### src/rtl/bpf_pkg.sv
package bpf_pkg;

   // Width of one sample code and of its signed odd level.
   localparam int CODE_W  = 3;
   localparam int LVL_W   = CODE_W + 1;
   localparam int LVL_MAX = (2 ** CODE_W) - 1;

   // Odd level for a code given as an integer 0..2^CODE_W-1.
   function automatic int level_of_int(input int c);
      int s;
      s = (c >= (2 ** (CODE_W - 1))) ? c - (2 ** CODE_W) : c;
      return 2 * s + 1;
   endfunction

   // Accumulator width that cannot overflow for any input pattern.
   function automatic int acc_width(input int coef_w, input int ntaps);
      return LVL_W + coef_w + $clog2(ntaps);
   endfunction

endpackage

### src/rtl/bpf_tap_lut.sv
module bpf_tap_lut #(
   parameter int                         COEF_W = 10,
   parameter int                         ACC_W  = 19,
   parameter logic signed [COEF_W-1:0]   COEF   = '0
) (
   input  logic [bpf_pkg::CODE_W-1:0]    code,
   output logic signed [ACC_W-1:0]       prod
);

   localparam int N_ENT = 2 ** bpf_pkg::CODE_W;

   logic signed [ACC_W-1:0] rom [N_ENT];

   // One entry per code: coefficient times the code's odd level.
   for (genvar i = 0; i < N_ENT; i++) begin : g_ent
      localparam int LV = bpf_pkg::level_of_int(i);
      localparam int PV = int'(COEF) * LV;
      assign rom[i] = ACC_W'(PV);
   end

   assign prod = rom[code];

endmodule

### src/rtl/bpf_tap_stage.sv
module bpf_tap_stage #(
   parameter int                         COEF_W = 10,
   parameter int                         ACC_W  = 19,
   parameter logic signed [COEF_W-1:0]   COEF   = '0
) (
   input  logic                          clk,
   input  logic                          rst,
   input  logic                          en,
   input  logic [bpf_pkg::CODE_W-1:0]    code,
   input  logic signed [ACC_W-1:0]       sum_in,
   output logic signed [ACC_W-1:0]       sum_q
);

   if (COEF == '0) begin : g_delay
      // Zero coefficient: the tap is pruned to a plain delay register.
      logic unused_code;
      assign unused_code = ^code;

      always_ff @(posedge clk) begin
         if (rst)     sum_q <= '0;
         else if (en) sum_q <= sum_in;
      end
   end else begin : g_mac
      logic signed [ACC_W-1:0] prod;

      bpf_tap_lut #(
         .COEF_W (COEF_W),
         .ACC_W  (ACC_W),
         .COEF   (COEF)
      ) u_lut (
         .code (code),
         .prod (prod)
      );

      // Two-input adder feeding the register of this tap.
      always_ff @(posedge clk) begin
         if (rst)     sum_q <= '0;
         else if (en) sum_q <= sum_in + prod;
      end
   end

endmodule

### src/rtl/bpf_round.sv
module bpf_round #(
   parameter int ACC_W = 19,
   parameter int OUT_W = 16
) (
   input  logic                    clk,
   input  logic                    rst,
   input  logic                    en,
   input  logic signed [ACC_W-1:0] acc,
   output logic signed [OUT_W-1:0] out_q
);

   localparam int SH = ACC_W - OUT_W;

   if (SH == 0) begin : g_pass
      always_ff @(posedge clk) begin
         if (rst)     out_q <= '0;
         else if (en) out_q <= acc;
      end
   end else begin : g_rnd
      localparam logic signed [ACC_W:0] HALF = (ACC_W + 1)'(2 ** (SH - 1));
      localparam logic signed [ACC_W:0] MAXV = (ACC_W + 1)'((2 ** (OUT_W - 1)) - 1);
      localparam logic signed [ACC_W:0] MINV = -MAXV - (ACC_W + 1)'(1);

      logic signed [ACC_W:0]   biased;
      logic signed [ACC_W:0]   scaled;
      logic signed [OUT_W-1:0] sat;

      // Add half an LSB of the output, then shift arithmetically.
      always_comb begin
         biased = $signed({acc[ACC_W-1], acc}) + HALF;
         scaled = biased >>> SH;
         if (scaled > MAXV)      sat = MAXV[OUT_W-1:0];
         else if (scaled < MINV) sat = MINV[OUT_W-1:0];
         else                    sat = scaled[OUT_W-1:0];
      end

      always_ff @(posedge clk) begin
         if (rst)     out_q <= '0;
         else if (en) out_q <= sat;
      end

      // a registered result lies within half an output step of the sum.
      p_round_err_r2: assert property (@(posedge clk) disable iff (rst)
         en |=> (((int'(out_q) * (2 ** SH)) - int'($past(acc))) <= (2 ** (SH - 1)))
             && (((int'(out_q) * (2 ** SH)) - int'($past(acc))) >  -(2 ** (SH - 1))));
   end

endmodule

### src/rtl/bpf_transposed_fir.sv
module bpf_transposed_fir #(
   parameter int                       NTAPS  = 31,
   parameter int                       COEF_W = 10,
   parameter int                       OUT_W  = 16,
   parameter logic signed [COEF_W-1:0] COEF [NTAPS] = '{
      10'sd0, -10'sd12, 10'sd0,   10'sd4,   10'sd0,  10'sd36,  10'sd0,  -10'sd76,
      10'sd0, 10'sd36,  10'sd0,   10'sd114, 10'sd0,  -10'sd300, 10'sd0, 10'sd386,
      10'sd0, -10'sd300, 10'sd0,  10'sd114, 10'sd0,  10'sd36,  10'sd0,  -10'sd76,
      10'sd0, 10'sd36,  10'sd0,   10'sd4,   10'sd0,  -10'sd12, 10'sd0}
) (
   input  logic                         clk,
   input  logic                         rst,
   input  logic                         in_valid,
   input  logic [bpf_pkg::CODE_W-1:0]   in_code,
   output logic                         out_valid,
   output logic [OUT_W-1:0]             out_data
);

   localparam int ACC_W = bpf_pkg::acc_width(COEF_W, NTAPS);

   function automatic int coef_abs_sum();
      int s;
      s = 0;
      for (int k = 0; k < NTAPS; k++)
         s += (COEF[k] < 0) ? -int'(COEF[k]) : int'(COEF[k]);
      return s;
   endfunction

   localparam int PEAK = bpf_pkg::LVL_MAX * coef_abs_sum();

   // Elaboration-time parameter checks.
   if (NTAPS < 2)        begin : g_bad_taps  $error("NTAPS must be at least 2");      end
   if (COEF_W < 2)       begin : g_bad_coef  $error("COEF_W must be at least 2");     end
   if (ACC_W > 31)       begin : g_bad_acc   $error("accumulator wider than 31 bits"); end
   if (OUT_W > ACC_W)    begin : g_bad_out   $error("OUT_W exceeds accumulator width"); end
   if (OUT_W < 2)        begin : g_bad_out2  $error("OUT_W must be at least 2");      end

   // chain[NTAPS] seeds the far end of the adder chain with zero.
   logic [NTAPS:0][ACC_W-1:0] chain;
   logic signed [ACC_W-1:0]   head;
   logic                      v_d1;
   logic signed [OUT_W-1:0]   rnd_q;

   assign chain[NTAPS] = '0;

   for (genvar k = 0; k < NTAPS; k++) begin : g_tap
      bpf_tap_stage #(
         .COEF_W (COEF_W),
         .ACC_W  (ACC_W),
         .COEF   (COEF[k])
      ) u_stage (
         .clk    (clk),
         .rst    (rst),
         .en     (in_valid),
         .code   (in_code),
         .sum_in (chain[k+1]),
         .sum_q  (chain[k])
      );
   end

   assign head = chain[0];

   always_ff @(posedge clk) begin
      if (rst) begin
         v_d1      <= 1'b0;
         out_valid <= 1'b0;
      end else begin
         v_d1      <= in_valid;
         out_valid <= v_d1;
      end
   end

   bpf_round #(
      .ACC_W (ACC_W),
      .OUT_W (OUT_W)
   ) u_round (
      .clk   (clk),
      .rst   (rst),
      .en    (v_d1),
      .acc   (head),
      .out_q (rnd_q)
   );

   assign out_data = rnd_q;

   // the full-precision sum stays within the bound of the coefficient set.
   p_no_overflow_r3: assert property (@(posedge clk) disable iff (rst)
      (int'(head) <= PEAK) && (int'(head) >= -PEAK));

   // an accepted sample yields a result two edges later.
   p_valid_latency_r4: assert property (@(posedge clk) disable iff (rst)
      in_valid |=> ##1 out_valid);

   // an idle cycle neither moves the chain nor produces a result.
   p_idle_hold_r5: assert property (@(posedge clk) disable iff (rst)
      !in_valid |=> $stable(head) ##1 !out_valid);

   // reset empties the chain and the output strobe.
   p_reset_clear_r7: assert property (@(posedge clk)
      rst |=> (head == '0) && !out_valid && (out_data == '0));

endmodule

### config.mk
export PLATFORM = sky130hd
export DESIGN_NAME = bpf_transposed_fir
export DESIGN_NICKNAME = d
export VERILOG_FILES = /design/src/rtl/bpf_pkg.sv /design/src/rtl/bpf_tap_lut.sv /design/src/rtl/bpf_tap_stage.sv /design/src/rtl/bpf_round.sv /design/src/rtl/bpf_transposed_fir.sv
export SDC_FILE = /design/constraint.sdc
export NUM_CORES = 1
export LEC_CHECK = 0
export ABC_AREA = 1
export BUFFER_PORTS_ARGS = -buffer_cell sky130_fd_sc_hd__buf_2
export CAP_MARGIN = 30
export CELL_PAD_IN_SITES_DETAIL_PLACEMENT = 1
export CELL_PAD_IN_SITES_GLOBAL_PLACEMENT = 2
export CORE_MARGIN = 8
export CORE_UTILIZATION = 36
export DETAILED_ROUTE_END_ITERATION = 8
export PLACE_DENSITY = 0.89
export RECOVER_POWER = 25
export SKIP_CTS_REPAIR_TIMING = 1
export SLEW_MARGIN = 20
export SYNTH_ARGS = -nofsm -noshare
export SYNTH_HDL_FRONTEND = slang
export SYNTH_SLANG_ARGS = --single-unit
### constraint.sdc
create_clock -name clk -period 4.6 [get_ports clk]
set_input_delay 0.46 -clock clk [delete_from_list [all_inputs] [get_ports clk]]
set_output_delay 0.46 -clock clk [all_outputs]
set_load 0.02 [all_outputs]
Word level (Yosys, flattened, before mapping)
Memory sizes are Yosys's and may differ from the RTL's.
Cells that the tools add are included.
- bits in registers: 588
- memory bits (read-only): 1064
- word-level logic and storage cells: 75
- memories: 7
- output and inout port bits: 17
- input port bits: 6
- memories (memory ; depth ; bits a word ; read ports ; clocked after memory_dff ; wr ports ; RTL line ; source):
    (name not given) ; 8 ; 19 ; 1 ; 0 ; 0 ; bpf_tap_lut.sv:21 ; assign prod = rom[code];
    (name not given) ; 8 ; 19 ; 1 ; 0 ; 0 ; bpf_tap_lut.sv:21 ;
    (name not given) ; 8 ; 19 ; 1 ; 0 ; 0 ; bpf_tap_lut.sv:21 ;
    (name not given) ; 8 ; 19 ; 1 ; 0 ; 0 ; bpf_tap_lut.sv:21 ;
    (name not given) ; 8 ; 19 ; 1 ; 0 ; 0 ; bpf_tap_lut.sv:21 ;
    (name not given) ; 8 ; 19 ; 1 ; 0 ; 0 ; bpf_tap_lut.sv:21 ;
    1 more memories ; n/a ; n/a ; n/a ; n/a ; n/a ; n/a ;
- $add $sub $neg: 15
- order comparisons: 3
- bitwise operators: 1
- mux-type cells: 16
- operators by type and width (cell ; count):
    $add 19x19->19 ; 14
    $mux 19 ; 14
    $mux 16 ; 2
    $add 19x4->20 const B ; 1
    $gt 17x16->1 const B ; 1
    $lt 17x16->1 const B ; 1
    $ge 4x4->1 const B ; 1
    $not 3->4 ; 1

Longest topological paths before layout
- depth after elaboration: 5
- depth in mapped cells: 16
- mapped depth without buffers: 15

Hierarchy
Synthesis repeated with hierarchy kept, for this count alone.
- cell total of the unflattened synthesis: 6987
- area total of the unflattened synthesis: 43454.2 µm²
- modules (own cells, without submodules) (module ; area an instance (µm²) ; seq. area each (µm²) ; cells each ; times used):
    bpf_tap_stage at g_tap[11].u_stage ... ; 1795.5 ; 380.4 ; 302 ; 10
    bpf_tap_stage at g_tap[0].u_stage ... ; 787.0 ; 380.4 ; 120 ; 16
    bpf_tap_stage at g_tap[29].u_stage ... ; 1773.0 ; 380.4 ; 294 ; 5
    bpf_round ; 1097.3 ; 320.3 ; 146 ; 1
    bpf_tap_lut at g_tap[13].u_stage.g_mac.u_lut ... ; 299.0 ; 0.0 ; 43 ; 2
    bpf_tap_lut at g_tap[21].u_stage.g_mac.u_lut ... ; 146.4 ; 0.0 ; 21 ; 4
    bpf_tap_lut at g_tap[23].u_stage.g_mac.u_lut ... ; 282.8 ; 0.0 ; 41 ; 2
    bpf_tap_lut at g_tap[1].u_stage.g_mac.u_lut ... ; 186.4 ; 0.0 ; 29 ; 2
    bpf_tap_lut at g_tap[27].u_stage.g_mac.u_lut ... ; 150.1 ; 0.0 ; 21 ; 2
    bpf_tap_lut at g_tap[11].u_stage.g_mac.u_lut ... ; 138.9 ; 0.0 ; 21 ; 2
    bpf_tap_lut at g_tap[15].u_stage.g_mac.u_lut ; 186.4 ; 0.0 ; 30 ; 1
    bpf_transposed_fir ; 58.8 ; 40.0 ; 7 ; 1

Least setup slack after synthesis
No wires, ideal clock.
- path kind: input to register
- start: input in_code[2] (netlist name)
- end: register g_tap[17].u_stage.sum_q[11]
- library setup time: 0.115 ns
- path slack: 1.165 ns
- data arrival time: 3.320 ns
- required time: 4.485 ns
- path buffers: 2
- stages: 15
- cell sequence: buf_2 -> buf_2 -> inv_1 -> o21ai_0 -> ha_1 -> a21oi_1 -> inv_1 -> nor2_1 -> nand2_1 -> nand2_1 -> nand2_1 -> nand2_1 -> nand2_1 -> o21ai_0 -> inv_1
- cells in the longest elaborated chain, start to end: 5
- ends and longest elaborated chain (element ; RTL line ; source):
    from (decl) ; bpf_transposed_fir.sv:14 ; input logic [bpf_pkg::CODE_W-1:0] in_code,
    $not 3->4 (implied by the code) ; bpf_tap_lut.sv:21 ;
    $mem_v2 8x19 ; n/a ;
    $mux 19 (implied by the code) (2 in series) ; bpf_tap_lut.sv:21 ;
    $add 19x19->19 ; bpf_tap_stage.sv:38 ; else if (en) sum_q <= sum_in + prod;
    to (signal assigned) ; bpf_tap_stage.sv:38 ;
    to (decl) ; bpf_tap_stage.sv:11 ; output logic signed [ACC_W-1:0] sum_q
Every way passes these cells. The select of a mux whose other input is x is not followed.
A chain may end at the register's enable or synchronous reset.

==> results.ini <==
[status]
outcome = finished, violations left
violations = max-capacitance violations, max-slew violations

[synth]
synth_common_cells = nor2_1, nand2_1, inv_1
synthDistinctLibCells = 36
synthArstFlopShare = 0
synthTopCellsByArea = dfxtp_1, nor2_1, nand2_1, ha_1, o21ai_0
synth_seq_cells = 512
avgSynthCellArea_um2 = 6.61
synth.top_cell.area_share = 0.339
yosysTopAreaCell = dfxtp_1
synthFlopType = dfxtp_1
yosys_warnings = 0
syn_nets = 4820
yosys.cell_count.top_type = nor2_1
synth-edff-count = 0
ys_seq_area_frac = 0.339
syn_area_mm2 = 0.0303
synthCells = 4580

[setup_path]
crit_fanout = 142
arrival_ns = 4.05
reg2reg_slack_ns = 2.28
reg2reg_depth = 10
critPathKind = in2reg
start_kind = input pin
cp.required_ns = 5.12
r2r_start = g_tap[16].u_stage.sum_q[1]
crit_path_end_kind = flip-flop
r2r_end = g_tap[15].u_stage.sum_q[11]

[timing]
finClkSkew_ns = 0.0193
fmax_mhz = 284
fin_crit_ns = 3.52
max_slew_margin = -1.47
grt_setup_unrepaired = no
hold_viol_final = 0
finalMaxSlewViolations = 634
setup_viol = 0
worst_slew_pin_slew_ns = 3.70
fin_tns_setup_ns = 0
post-route-period-util = 0.766

[routing]
drt_iter0_drc = 1286
vias_per_cell = 5.04
vias = 28500
ant_nets = 0
totalWireLength_mm = 87.0
drc_errors = 0
avgRoutedWirePerCell_um = 15.4
drtPass1Iterations = 4

[die]
io_pins = 23
die_h_um = 306
die_w_um = 306
row_count = 106
initial_core_util = 0.363
core-area_mm2 = 0.0834
dieArea_mm2 = 0.0936

[finish]
areaGrowthSynthToFinish_pct = 10.6
finalInstanceArea_mm2 = 0.0335
layout-drive-gt1-share = 0.0381
fin_nets = 4760
post-route-util = 0.401
final_cells = 5651
n_antenna_cell = 0

[pwr]
internal-power_mw = 9.06
power_leakage_nw = 17.2
max-vdd-ir-drop_mv = 0.355
pwr_density_cell_mw_per_mm2 = 389
comb_power_share = 0.198
switching_share = 0.304
p_seq_frac = 0.386
clkPwrFrac = 0.416
power.switching_mw = 3.96
finalPower_mw = 13.0

[worst_hold_path]
worstHoldEndpoint = u_round.out_q[0]
hold_class = in2reg
hp-start = rst
hold-path-cell-count = 2

[clocking]
clkLatencyLatePin_ns = 0.63
clockRootBuffer = clkbuf_16
clk_pin_slew_worst_paths_ns = 0.06
cts_tree = yes
cts_buffer_depth = 3
numCtsBuffers = 61
cts_num_sinks = 512
htree_levels = 2

[placed_design]
gp_congestion = 0.815
dp_cells = 5537
dpl_cell_area_mm2 = 0.0313
io_buffer_count = 22
dp_hpwl_mm = 59.7

[global_route]
antenna_found_initial = 1
grt_pass1_wl_mm = 145
globalRouteOverflowTotal = 0
grt_max_degree = 225
grt_pass1_vias = 29000
grt_use_total = 0.181

[run]
cap_violations = 6

per-stage QoR:
stage / setup slack [ns] / hold slack [ns]
after global placement: 1.02 / 0.445
after floorplan: 1.16 / 0.429
final: 1.08 / 0.283
after CTS: 1.68 / 0.249
after global routing: 0.722 / 0.290
after detailed placement: 1.01 / 0.452
flip-flops by register name (all words and copies together) (netlist names):
signal               cells
u_round.out_q           16
out_valid                1
v_d1                     1
g_tap.u_stage.sum_q    494
cell usage in the layout (no fill, tap or decap), types with 18 or more instances in the layout:
master and n:
nor2_1 991, buf_4 18, a21oi_1 304, xor2_1 70
nand2_1 761, ha_1 212, a21o_1 19, fa_1 22
o21ai_0 519, inv_1 536, clkbuf_16 63, xnor2_1 27
dfxtp_1 512, clkbuf_8 20, nand3b_1 19, o211ai_1 21
nand3_1 307, o21bai_1 20
logic make-up after synthesis:
family,Yosys count,share of synthesized area
AOI/OAI and AO/OA,896,0.155
xor gates and xnor gates,97,0.0281
adders and majority gates,234,0.102
buffers and inverters,711,0.0927
DFF,512,0.339
and+or+nand+nor,2130,0.284
metal layers:
metal	up-vias	part of all wire	track usage
li1	14600	-	-
met3	134	0.019	0.0189
met5	-	0	0
met4	0	0.022	0.0455
met2	209	0.47	0.317
met1	13500	0.49	0.236
power by group through the flow:
stage	clock network [mW]	registers, mW	logic [mW]
6_report	5.42	5.03	2.57
5_1_grt	5.75	5.07	2.96
4_1_cts	5.58	5.03	2.60
3_5_place_dp	0	5.12	2.57
3_3_place_gp	0	5.11	2.52
2_1_floorplan	0	5.06	1.91
worst max path at each step:
| stage | from | end | slack [ns] | depth (start not counted) |
|---|---|---|---|---|
| 6_report | rst | g_tap[17].u_stage.sum_q[12] | 1.08 | 5 |
| 5_1_grt | rst | g_tap[19].u_stage.sum_q[13] | 0.72 | 5 |
| 4_1_cts | in_code[2] | g_tap[17].u_stage.sum_q[11] | 1.68 | 15 |
| 3_5_place_dp | in_code[2] | g_tap[17].u_stage.sum_q[11] | 1.01 | 15 |
| 3_3_place_gp | in_code[2] | g_tap[17].u_stage.sum_q[11] | 1.02 | 15 |
| 2_1_floorplan | in_code[2] | g_tap[17].u_stage.sum_q[11] | 1.16 | 15 |
cell type report:
type	count	area, um2
fillers	10800	50000
multi-input cells	3357	17200
flip-flops and latches	512	10200
inverters	540	2040
clock buffers	89	1870
well taps	1080	1350
clock inverters	25	400
repair buffers	48	339
critical path, cell delays in order:
cell	delay, ns
buf_6	0.35
clkbuf_2	2.59
nor2_1	0.20
o21ai_0	0.19
inv_1	0.05
No activity file was read; power rests on OpenSTA's default activity.
